`src/rtl/irq_entry_pkg.sv`:
```
package irq_entry_pkg;

  typedef enum logic [2:0] {
    SRC_LEVELED    = 3'd0,
    SRC_WDOG       = 3'd1,
    SRC_NMI        = 3'd2,
    SRC_RESET      = 3'd3,
    SRC_DEBUG      = 3'd4,
    SRC_ADDR_MATCH = 3'd5,
    SRC_STEP       = 3'd6,
    SRC_PLAIN      = 3'd7
  } src_e;

  localparam int SLOT_INFO    = 1;
  localparam int SLOT_QUEUE   = 2;
  localparam int SLOT_PUSH_HI = 3;
  localparam int SLOT_PUSH_LO = 4;
  localparam int SLOT_VEC_LO  = 5;
  localparam int SLOT_VEC_HI  = 6;

endpackage

```
`src/rtl/irq_cycle_budget.sv`:
```
module irq_cycle_budget
  import irq_entry_pkg::*;
#(
  parameter int CNT_W  = 5,
  parameter int BASE16 = 18,
  parameter int BASE8  = 20
) (
  input  logic             bus8_i,
  input  logic             vec_odd_i,
  input  logic             sp_odd_i,
  input  src_e             src_i,
  output logic [CNT_W-1:0] total_o
);

  logic [CNT_W-1:0] base;
  logic [CNT_W-1:0] adder;

  always_comb begin
    if (bus8_i) base = CNT_W'(BASE8);
    else        base = CNT_W'(BASE16) + CNT_W'(vec_odd_i) + CNT_W'(sp_odd_i);
  end

  always_comb begin
    unique case (src_i)
      SRC_DEBUG:                adder = CNT_W'(2);
      SRC_ADDR_MATCH, SRC_STEP: adder = CNT_W'(1);
      default:                  adder = '0;
    endcase
  end

  assign total_o = base + adder;

  always_comb begin
    a_r3_bus8_floor: assert (!bus8_i || total_o >= CNT_W'(BASE8));
  end

endmodule

```
`src/rtl/irq_ipl_select.sv`:
```
module irq_ipl_select
  import irq_entry_pkg::*;
#(
  parameter int IPL_W = 3
) (
  input  src_e             src_i,
  input  logic [IPL_W-1:0] level_i,
  input  logic [IPL_W-1:0] cur_i,
  output logic [IPL_W-1:0] next_o
);

  always_comb begin
    unique case (src_i)
      SRC_LEVELED:         next_o = level_i;
      SRC_WDOG, SRC_NMI:   next_o = '1;
      SRC_RESET:           next_o = '0;
      default:             next_o = cur_i;
    endcase
  end

endmodule

```
`src/rtl/irq_bus_seq.sv`:
```
module irq_bus_seq
  import irq_entry_pkg::*;
#(
  parameter int AW    = 20,
  parameter int DW    = 16,
  parameter int SP_W  = 16,
  parameter int CNT_W = 5
) (
  input  logic             clk_i,
  input  logic             rst_ni,
  input  logic             start_i,
  input  logic [CNT_W-1:0] total_i,
  input  logic [AW-1:0]    vec_i,
  input  logic [SP_W-1:0]  sp_i,
  input  logic [AW-1:0]    fetch_addr_i,
  input  logic [DW-1:0]    push_hi_i,
  input  logic [DW-1:0]    push_lo_i,
  input  logic             queue_ready_i,
  input  logic [DW-1:0]    bus_rdata_i,
  output logic             bus_req_o,
  output logic             bus_we_o,
  output logic [AW-1:0]    bus_addr_o,
  output logic [DW-1:0]    bus_wdata_o,
  output logic             busy_o,
  output logic             done_o,
  output logic [AW-1:0]    new_pc_o,
  output logic [DW-1:0]    info_o
);

  localparam int HI_W = AW - DW;

  logic [CNT_W-1:0] cnt_q;
  logic             busy_q;
  logic [DW-1:0]    info_q;
  logic [DW-1:0]    vlo_q;
  logic [HI_W-1:0]  vhi_q;
  logic [SP_W-1:0]  sp_m2, sp_m4;

  assign sp_m2  = sp_i - SP_W'(2);
  assign sp_m4  = sp_i - SP_W'(4);
  assign done_o = busy_q && (cnt_q == total_i);
  assign busy_o = busy_q;

  always_ff @(posedge clk_i or negedge rst_ni) begin
    if (!rst_ni) begin
      cnt_q  <= '0;
      busy_q <= 1'b0;
    end else if (start_i) begin
      cnt_q  <= CNT_W'(1);
      busy_q <= 1'b1;
    end else if (done_o) begin
      cnt_q  <= '0;
      busy_q <= 1'b0;
    end else if (busy_q) begin
      cnt_q  <= cnt_q + CNT_W'(1);
    end
  end

  always_comb begin
    bus_req_o   = 1'b0;
    bus_we_o    = 1'b0;
    bus_addr_o  = '0;
    bus_wdata_o = '0;
    if (busy_q) begin
      case (cnt_q)
        CNT_W'(SLOT_INFO): begin
          bus_req_o = 1'b1;
        end
        CNT_W'(SLOT_QUEUE): begin
          // prefetch slot, only when the queue has room
          bus_req_o  = queue_ready_i;
          bus_addr_o = fetch_addr_i;
        end
        CNT_W'(SLOT_PUSH_HI): begin
          bus_req_o   = 1'b1;
          bus_we_o    = 1'b1;
          bus_addr_o  = AW'(sp_m2);
          bus_wdata_o = push_hi_i;
        end
        CNT_W'(SLOT_PUSH_LO): begin
          bus_req_o   = 1'b1;
          bus_we_o    = 1'b1;
          bus_addr_o  = AW'(sp_m4);
          bus_wdata_o = push_lo_i;
        end
        CNT_W'(SLOT_VEC_LO): begin
          bus_req_o  = 1'b1;
          bus_addr_o = vec_i;
        end
        CNT_W'(SLOT_VEC_HI): begin
          bus_req_o  = 1'b1;
          bus_addr_o = vec_i + AW'(2);
        end
        default: ;
      endcase
    end
  end

  always_ff @(posedge clk_i or negedge rst_ni) begin
    if (!rst_ni) begin
      info_q <= '0;
      vlo_q  <= '0;
      vhi_q  <= '0;
    end else if (busy_q) begin
      if (cnt_q == CNT_W'(SLOT_INFO))   info_q <= bus_rdata_i;
      if (cnt_q == CNT_W'(SLOT_VEC_LO)) vlo_q  <= bus_rdata_i;
      if (cnt_q == CNT_W'(SLOT_VEC_HI)) vhi_q  <= bus_rdata_i[HI_W-1:0];
    end
  end

  assign new_pc_o = {vhi_q, vlo_q};
  assign info_o   = info_q;

  a_r1_first_read: assert property (@(posedge clk_i) disable iff (!rst_ni)
    $rose(busy_q) |-> bus_req_o && !bus_we_o && bus_addr_o == '0);

  a_r1_push_pair: assert property (@(posedge clk_i) disable iff (!rst_ni)
    bus_we_o && !$past(bus_we_o) |=> bus_we_o);

  a_r9_done_ends: assert property (@(posedge clk_i) disable iff (!rst_ni)
    done_o |=> !busy_o);

  a_r9_idle_quiet: assert property (@(posedge clk_i) disable iff (!rst_ni)
    busy_q && cnt_q > CNT_W'(SLOT_VEC_HI) |-> !bus_req_o);

  a_r9_write_busy: assert property (@(posedge clk_i) disable iff (!rst_ni)
    bus_we_o |-> busy_o);

endmodule

```
`src/rtl/irq_entry_seq.sv`:
```
module irq_entry_seq
  import irq_entry_pkg::*;
#(
  parameter int AW     = 20,
  parameter int DW     = 16,
  parameter int SP_W   = 16,
  parameter int IPL_W  = 3,
  parameter int CNT_W  = 5,
  parameter int BASE16 = 18,
  parameter int BASE8  = 20
) (
  input  logic                    clk_i,
  input  logic                    rst_ni,
  input  logic                    accept_i,
  input  logic [2:0]              class_i,
  input  logic [IPL_W-1:0]        level_i,
  input  logic [AW-1:0]           vec_i,
  input  logic [SP_W-1:0]         sp_i,
  input  logic                    bus8_i,
  input  logic [DW-(AW-DW)-1:0]   flags_i,
  input  logic [AW-1:0]           pc_i,
  input  logic                    queue_ready_i,
  input  logic [DW-1:0]           bus_rdata_i,
  output logic                    bus_req_o,
  output logic                    bus_we_o,
  output logic [AW-1:0]           bus_addr_o,
  output logic [DW-1:0]           bus_wdata_o,
  output logic                    busy_o,
  output logic                    done_o,
  output logic [AW-1:0]           new_pc_o,
  output logic [IPL_W-1:0]        ipl_o,
  output logic [DW-1:0]           info_o
);

  localparam int HI_W  = AW - DW;
  localparam int FLG_W = DW - HI_W;

  src_e             src_q;
  logic [IPL_W-1:0] level_q, ipl_q, ipl_next;
  logic [AW-1:0]    vec_q, pc_q;
  logic [SP_W-1:0]  sp_q;
  logic [FLG_W-1:0] flags_q;
  logic [CNT_W-1:0] total_d, total_q;
  logic             start;

  assign start = accept_i && !busy_o;

  irq_cycle_budget #(
    .CNT_W (CNT_W),
    .BASE16(BASE16),
    .BASE8 (BASE8)
  ) u_budget (
    .bus8_i   (bus8_i),
    .vec_odd_i(vec_i[0]),
    .sp_odd_i (sp_i[0]),
    .src_i    (src_e'(class_i)),
    .total_o  (total_d)
  );

  always_ff @(posedge clk_i or negedge rst_ni) begin
    if (!rst_ni) begin
      src_q   <= SRC_PLAIN;
      level_q <= '0;
      vec_q   <= '0;
      sp_q    <= '0;
      pc_q    <= '0;
      flags_q <= '0;
      total_q <= '0;
    end else if (start) begin
      src_q   <= src_e'(class_i);
      level_q <= level_i;
      vec_q   <= vec_i;
      sp_q    <= sp_i;
      pc_q    <= pc_i;
      flags_q <= flags_i;
      total_q <= total_d;
    end
  end

  irq_bus_seq #(
    .AW   (AW),
    .DW   (DW),
    .SP_W (SP_W),
    .CNT_W(CNT_W)
  ) u_seq (
    .clk_i        (clk_i),
    .rst_ni       (rst_ni),
    .start_i      (start),
    .total_i      (total_q),
    .vec_i        (vec_q),
    .sp_i         (sp_q),
    .fetch_addr_i (pc_q),
    .push_hi_i    ({pc_q[AW-1:DW], flags_q}),
    .push_lo_i    (pc_q[DW-1:0]),
    .queue_ready_i(queue_ready_i),
    .bus_rdata_i  (bus_rdata_i),
    .bus_req_o    (bus_req_o),
    .bus_we_o     (bus_we_o),
    .bus_addr_o   (bus_addr_o),
    .bus_wdata_o  (bus_wdata_o),
    .busy_o       (busy_o),
    .done_o       (done_o),
    .new_pc_o     (new_pc_o),
    .info_o       (info_o)
  );

  irq_ipl_select #(.IPL_W(IPL_W)) u_ipl (
    .src_i  (src_q),
    .level_i(level_q),
    .cur_i  (ipl_q),
    .next_o (ipl_next)
  );

  always_ff @(posedge clk_i or negedge rst_ni) begin
    if (!rst_ni)     ipl_q <= '0;
    else if (done_o) ipl_q <= ipl_next;
  end

  assign ipl_o = ipl_q;

  a_r8_ignore_busy: assert property (@(posedge clk_i) disable iff (!rst_ni)
    busy_o && accept_i |=> $stable(total_q) && $stable(vec_q) && $stable(sp_q));

  a_r6_nmi_ipl: assert property (@(posedge clk_i) disable iff (!rst_ni)
    done_o && (src_q == SRC_WDOG || src_q == SRC_NMI) |=> ipl_o == '1);

  a_r6_reset_ipl: assert property (@(posedge clk_i) disable iff (!rst_ni)
    done_o && src_q == SRC_RESET |=> ipl_o == '0);

  a_r5_level_ipl: assert property (@(posedge clk_i) disable iff (!rst_ni)
    done_o && src_q == SRC_LEVELED |=> ipl_o == $past(level_q));

  a_r6_ipl_hold: assert property (@(posedge clk_i) disable iff (!rst_ni)
    !done_o |=> $stable(ipl_o));

endmodule

```
`config.mk`:
```
export PLATFORM = sky130hd
export DESIGN_NAME = irq_entry_seq
export DESIGN_NICKNAME = d
export VERILOG_FILES = /design/src/rtl/irq_entry_pkg.sv /design/src/rtl/irq_cycle_budget.sv /design/src/rtl/irq_ipl_select.sv /design/src/rtl/irq_bus_seq.sv /design/src/rtl/irq_entry_seq.sv
export SDC_FILE = /design/constraint.sdc
export NUM_CORES = 1
export LEC_CHECK = 0
export BUFFER_PORTS_ARGS = -buffer_cell sky130_fd_sc_hd__buf_2
export CORE_ASPECT_RATIO = 0.6
export CORE_MARGIN = 2
export CORE_UTILIZATION = 40
export CTS_CLUSTER_DIAMETER = 120
export CTS_CLUSTER_SIZE = 25
export DETAILED_ROUTE_END_ITERATION = 6
export PLACE_DENSITY = 0.61
export SYNTH_ARGS = -nofsm -noshare
export SYNTH_HDL_FRONTEND = slang
export SYNTH_SLANG_ARGS = --single-unit
```
`constraint.sdc`:
```
create_clock -name clk_i -period 2.7 [get_ports clk_i]
set_input_delay 0.81 -clock clk_i [delete_from_list [all_inputs] [get_ports clk_i]]
set_output_delay 0.81 -clock clk_i [all_outputs]
set_load 0.05 [all_outputs]
```
==> metrics.cfg <==
[detailed_routing]
post_drt_wl_per_cell_um = 19.01
wl_met1_mm = 11.90
routed-via-count = 6905
met3_length_mm = 2.167
dr_wl_met2_mm = 9.853
wl_mm = 24.23
ant_nets = 0
routed_via_density = 5.420
dr.max_layer_used = met4
drcViolationCount = 0
dr.pass1.iters = 5
drtIter0Drc = 761

[status]
outcome = finished with violations
violations = negative setup slack

[finish]
syn_to_final_growth_pct = 61.94
diodes = 0
final_core_util = 0.6631
stdcell_count = 1274
nNetsFinal = 1159
layout-drive-gt1-share = 0.4930

[power_and_ir_drop]
netSwitchingFraction = 0.4658
peakVddDrop_mv = 0.5253
switchingPower_mw = 7.027
power.internal_mw = 8.060
seqPwrFrac = 0.247
pwr-share-clk = 0.157
total_leakage_power_nw = 4.960
power_density_nw_per_um2 = 1403
p_comb_frac = 0.596

[yosys]
async_flop_share = 1.000
synth_edf_count = 0
yosys-top-cells-count = nand2_1, dfrtp_1, nor2_1, mux2_2, clkbuf_1
synth.most_common_cell = nand2_1
synth_area_um2 = 6640
synthCells = 748
synthesis.yosys.warnings = 0
seq_area_frac_synth = 0.4679
avgSynthCellArea_um2 = 8.877
syn_nets = 855
synth_top_area_share = 0.4560
synth.distinct_cells = 59
ys.flop_type = dfrtp_1
ys_ff_latch = 124
synth_area_leaders = dfrtp_1, nand2_1, mux2_2
synth.largest_area_cell = dfrtp_1

[setup_path]
cp_num_buf_inv = 2
cp_top_family = compound AO/OA/AOI/OAI gates
cp.required_ns = 1.89
crit_chain = ha_4 -> or4b_4 -> o22ai_2 -> buf_6 -> a32oi_2 -> a31oi_2 -> buf_6
crit_start = u_seq.cnt_q[1]
crit_path_start_kind = flop
crit_type = flop to output pin
r2r_start = u_seq.cnt_q[4]
critPathArrivalTime_ns = 2.50
cp_common_cell = buf_6
crit_slowest_cell = or4b_4
endpoint_kind = output pin
cp_slowest_stage_delay_ns = 0.54
crit_fanout = 4

[worst_hold_path]
hold_path.class = primary input to asynchronous set/reset pin

[timing]
period_share = 1.224
fin_crit_ns = 3.305
tightest_slew_ns = 0.5856
final.setup.worst_slack_ns = -0.6052
finalHoldViolCount = 0
setup_viol = 38
slew_headroom = 0.6096
rsz0062_at_grt = yes
skew_ns = 0.01197
hold_ws_ns = 0.3365
fmax_ghz = 0.3026
slew_viol_final = 0

[grt]
antenna_found_initial = 0
grt_pass1_wl_mm = 36.16
grt_pass1_vias = 6436
grt_start_max_net_pins = 90
grtUsageTotal = 0.2654
grt.overflow.total = 0

[floorplan]
die_h_um = 103.8
rows = 36
die_area_um2 = 17680
start_util = 0.4095
dieWidth_um = 170.3
ios = 174
core_um2 = 16220

[placed_design]
post-place-ws_ns = -0.3167
finalWeightedCongestion = 0.9038
hpwl_mm = 16.30
place_inst = 1196
port_buffers = 173

[clock_network]
cts_buffers = 17
cts_max_level = 4
clk_path_buf_depth = 2
cts.sinks = 124
cts_root_buffer = clkbuf_16
insertion_delay_ns = 0.43
cts.clk_slew.worst_paths_ns = 0.06
tritoncts = built

[run]
maxCapViolations = 0

==> worst paths after layout <==
check,endpoint,slack (ns),depth (start not counted)
setup / recovery,bus_addr_o[13],-0.61,7
hold / removal,vec_q[2],0.34,1
setup reg to reg,ipl_o[2],0.41,8
hold reg to reg,src_q[2],0.47,2
max in group asynchronous,src_q[1],1.73,2
min in group clk_i,src_q[2],0.47,2
==> registers in the layout, summed over array words and instances, names as in the netlist <==
signal,cells
pc_q,20
vec_q,20
sp_q,16
u_seq.info_o,16
u_seq.vlo_q,16
flags_q,12
total_q,5
u_seq.cnt_q,5
u_seq.vhi_q,4
ipl_o,3
level_q,3
src_q,3
u_seq.busy_o,1
==> power groups by stage <==
stage          combinational, mW  clock, mW  sequential, mW
6_report                    8.99       2.37            3.73
5_1_grt                     9.46       2.49            3.83
4_1_cts                     8.28       2.40            3.64
3_5_place_dp                7.28          0            3.60
3_3_place_gp                7.22          0            3.58
2_1_floorplan               3.71          0            4.51
==> logic make-up after synthesis <==
| family | Yosys count | synth area share |
|---|---|---|
| XOR/XNOR | 26 | 0.03429 |
| AND/OR/NAND/NOR | 364 | 0.2451 |
| buffers and inverters | 60 | 0.03919 |
| AO/OA/AOI/OAI | 119 | 0.1172 |
| multiplexers | 43 | 0.07255 |
| adder cells (fa/ha/maj) | 12 | 0.02374 |
| flip-flops | 124 | 0.4679 |
==> layout make-up <==
cell class | instances | area [µm²]
multi-input combinational | 564 | 4063
clock buffer | 19 | 432.9
fill | 1201 | 5463
inverter | 13 | 53.80
timing repair buffer | 332 | 2665
tap | 209 | 261.5
sequential | 124 | 3113
clock inverter | 13 | 163.9
==> per-stage QoR <==
step	area (µm²)	power, mW	setup TNS (ns)
6_report	10750	15.09	-18.27
5_1_grt	10750	15.78	-20.61
4_1_cts	10270	14.31	-16.72
3_5_place_dp	8884	10.88	-6.186
3_3_place_gp	8884	10.80	-3.802
2_1_floorplan	6959	8.219	-4.744
==> cell usage in the layout (no fill, tap or decap), types with 6 or more instances in the layout <==
cell type  synthesis  layout
a21oi_1           26      20
a21oi_4            0       6
a222oi_1           7       7
a22oi_1           25       7
a22oi_2            0      18
a31oi_4            0      11
buf_12             0      14
buf_2             13     133
buf_4              1     113
buf_6              2      62
buf_8              0       8
clkbuf_16          0      18
dfrtp_1          121     116
ha_1              11       6
inv_1             11       8
mux2_2            41      40
nand2_1          237     233
nand3_1           18      14
nand4_1            8       8
nor2_1            42      26
nor2_2             1      10
nor2_4             0       7
nor3_1            21      15
o21ai_0           25      19
xnor2_1           16      12
xor2_1            10       9
==> timing repair <==
action / in CTS / in global routing
setup buffers: 15 / 37
hold buffers: 0 / 0
cloned: 5 / 1
gates resized for setup: 146 / 73
setup endpoints to repair: 39 / 39
pin swaps: 28 / 53
==> per-layer routing <==
| layer | GRT usage | up-vias |
|---|---|---|
| li1 | - | 3194 |
| met1 | 0.4309 | 3344 |
| met2 | 0.3423 | 338 |
| met3 | 0.07184 | 29 |
| met4 | 0.05678 | 0 |
| met5 | 0 | - |
Power figures use the tool's default switching activity.
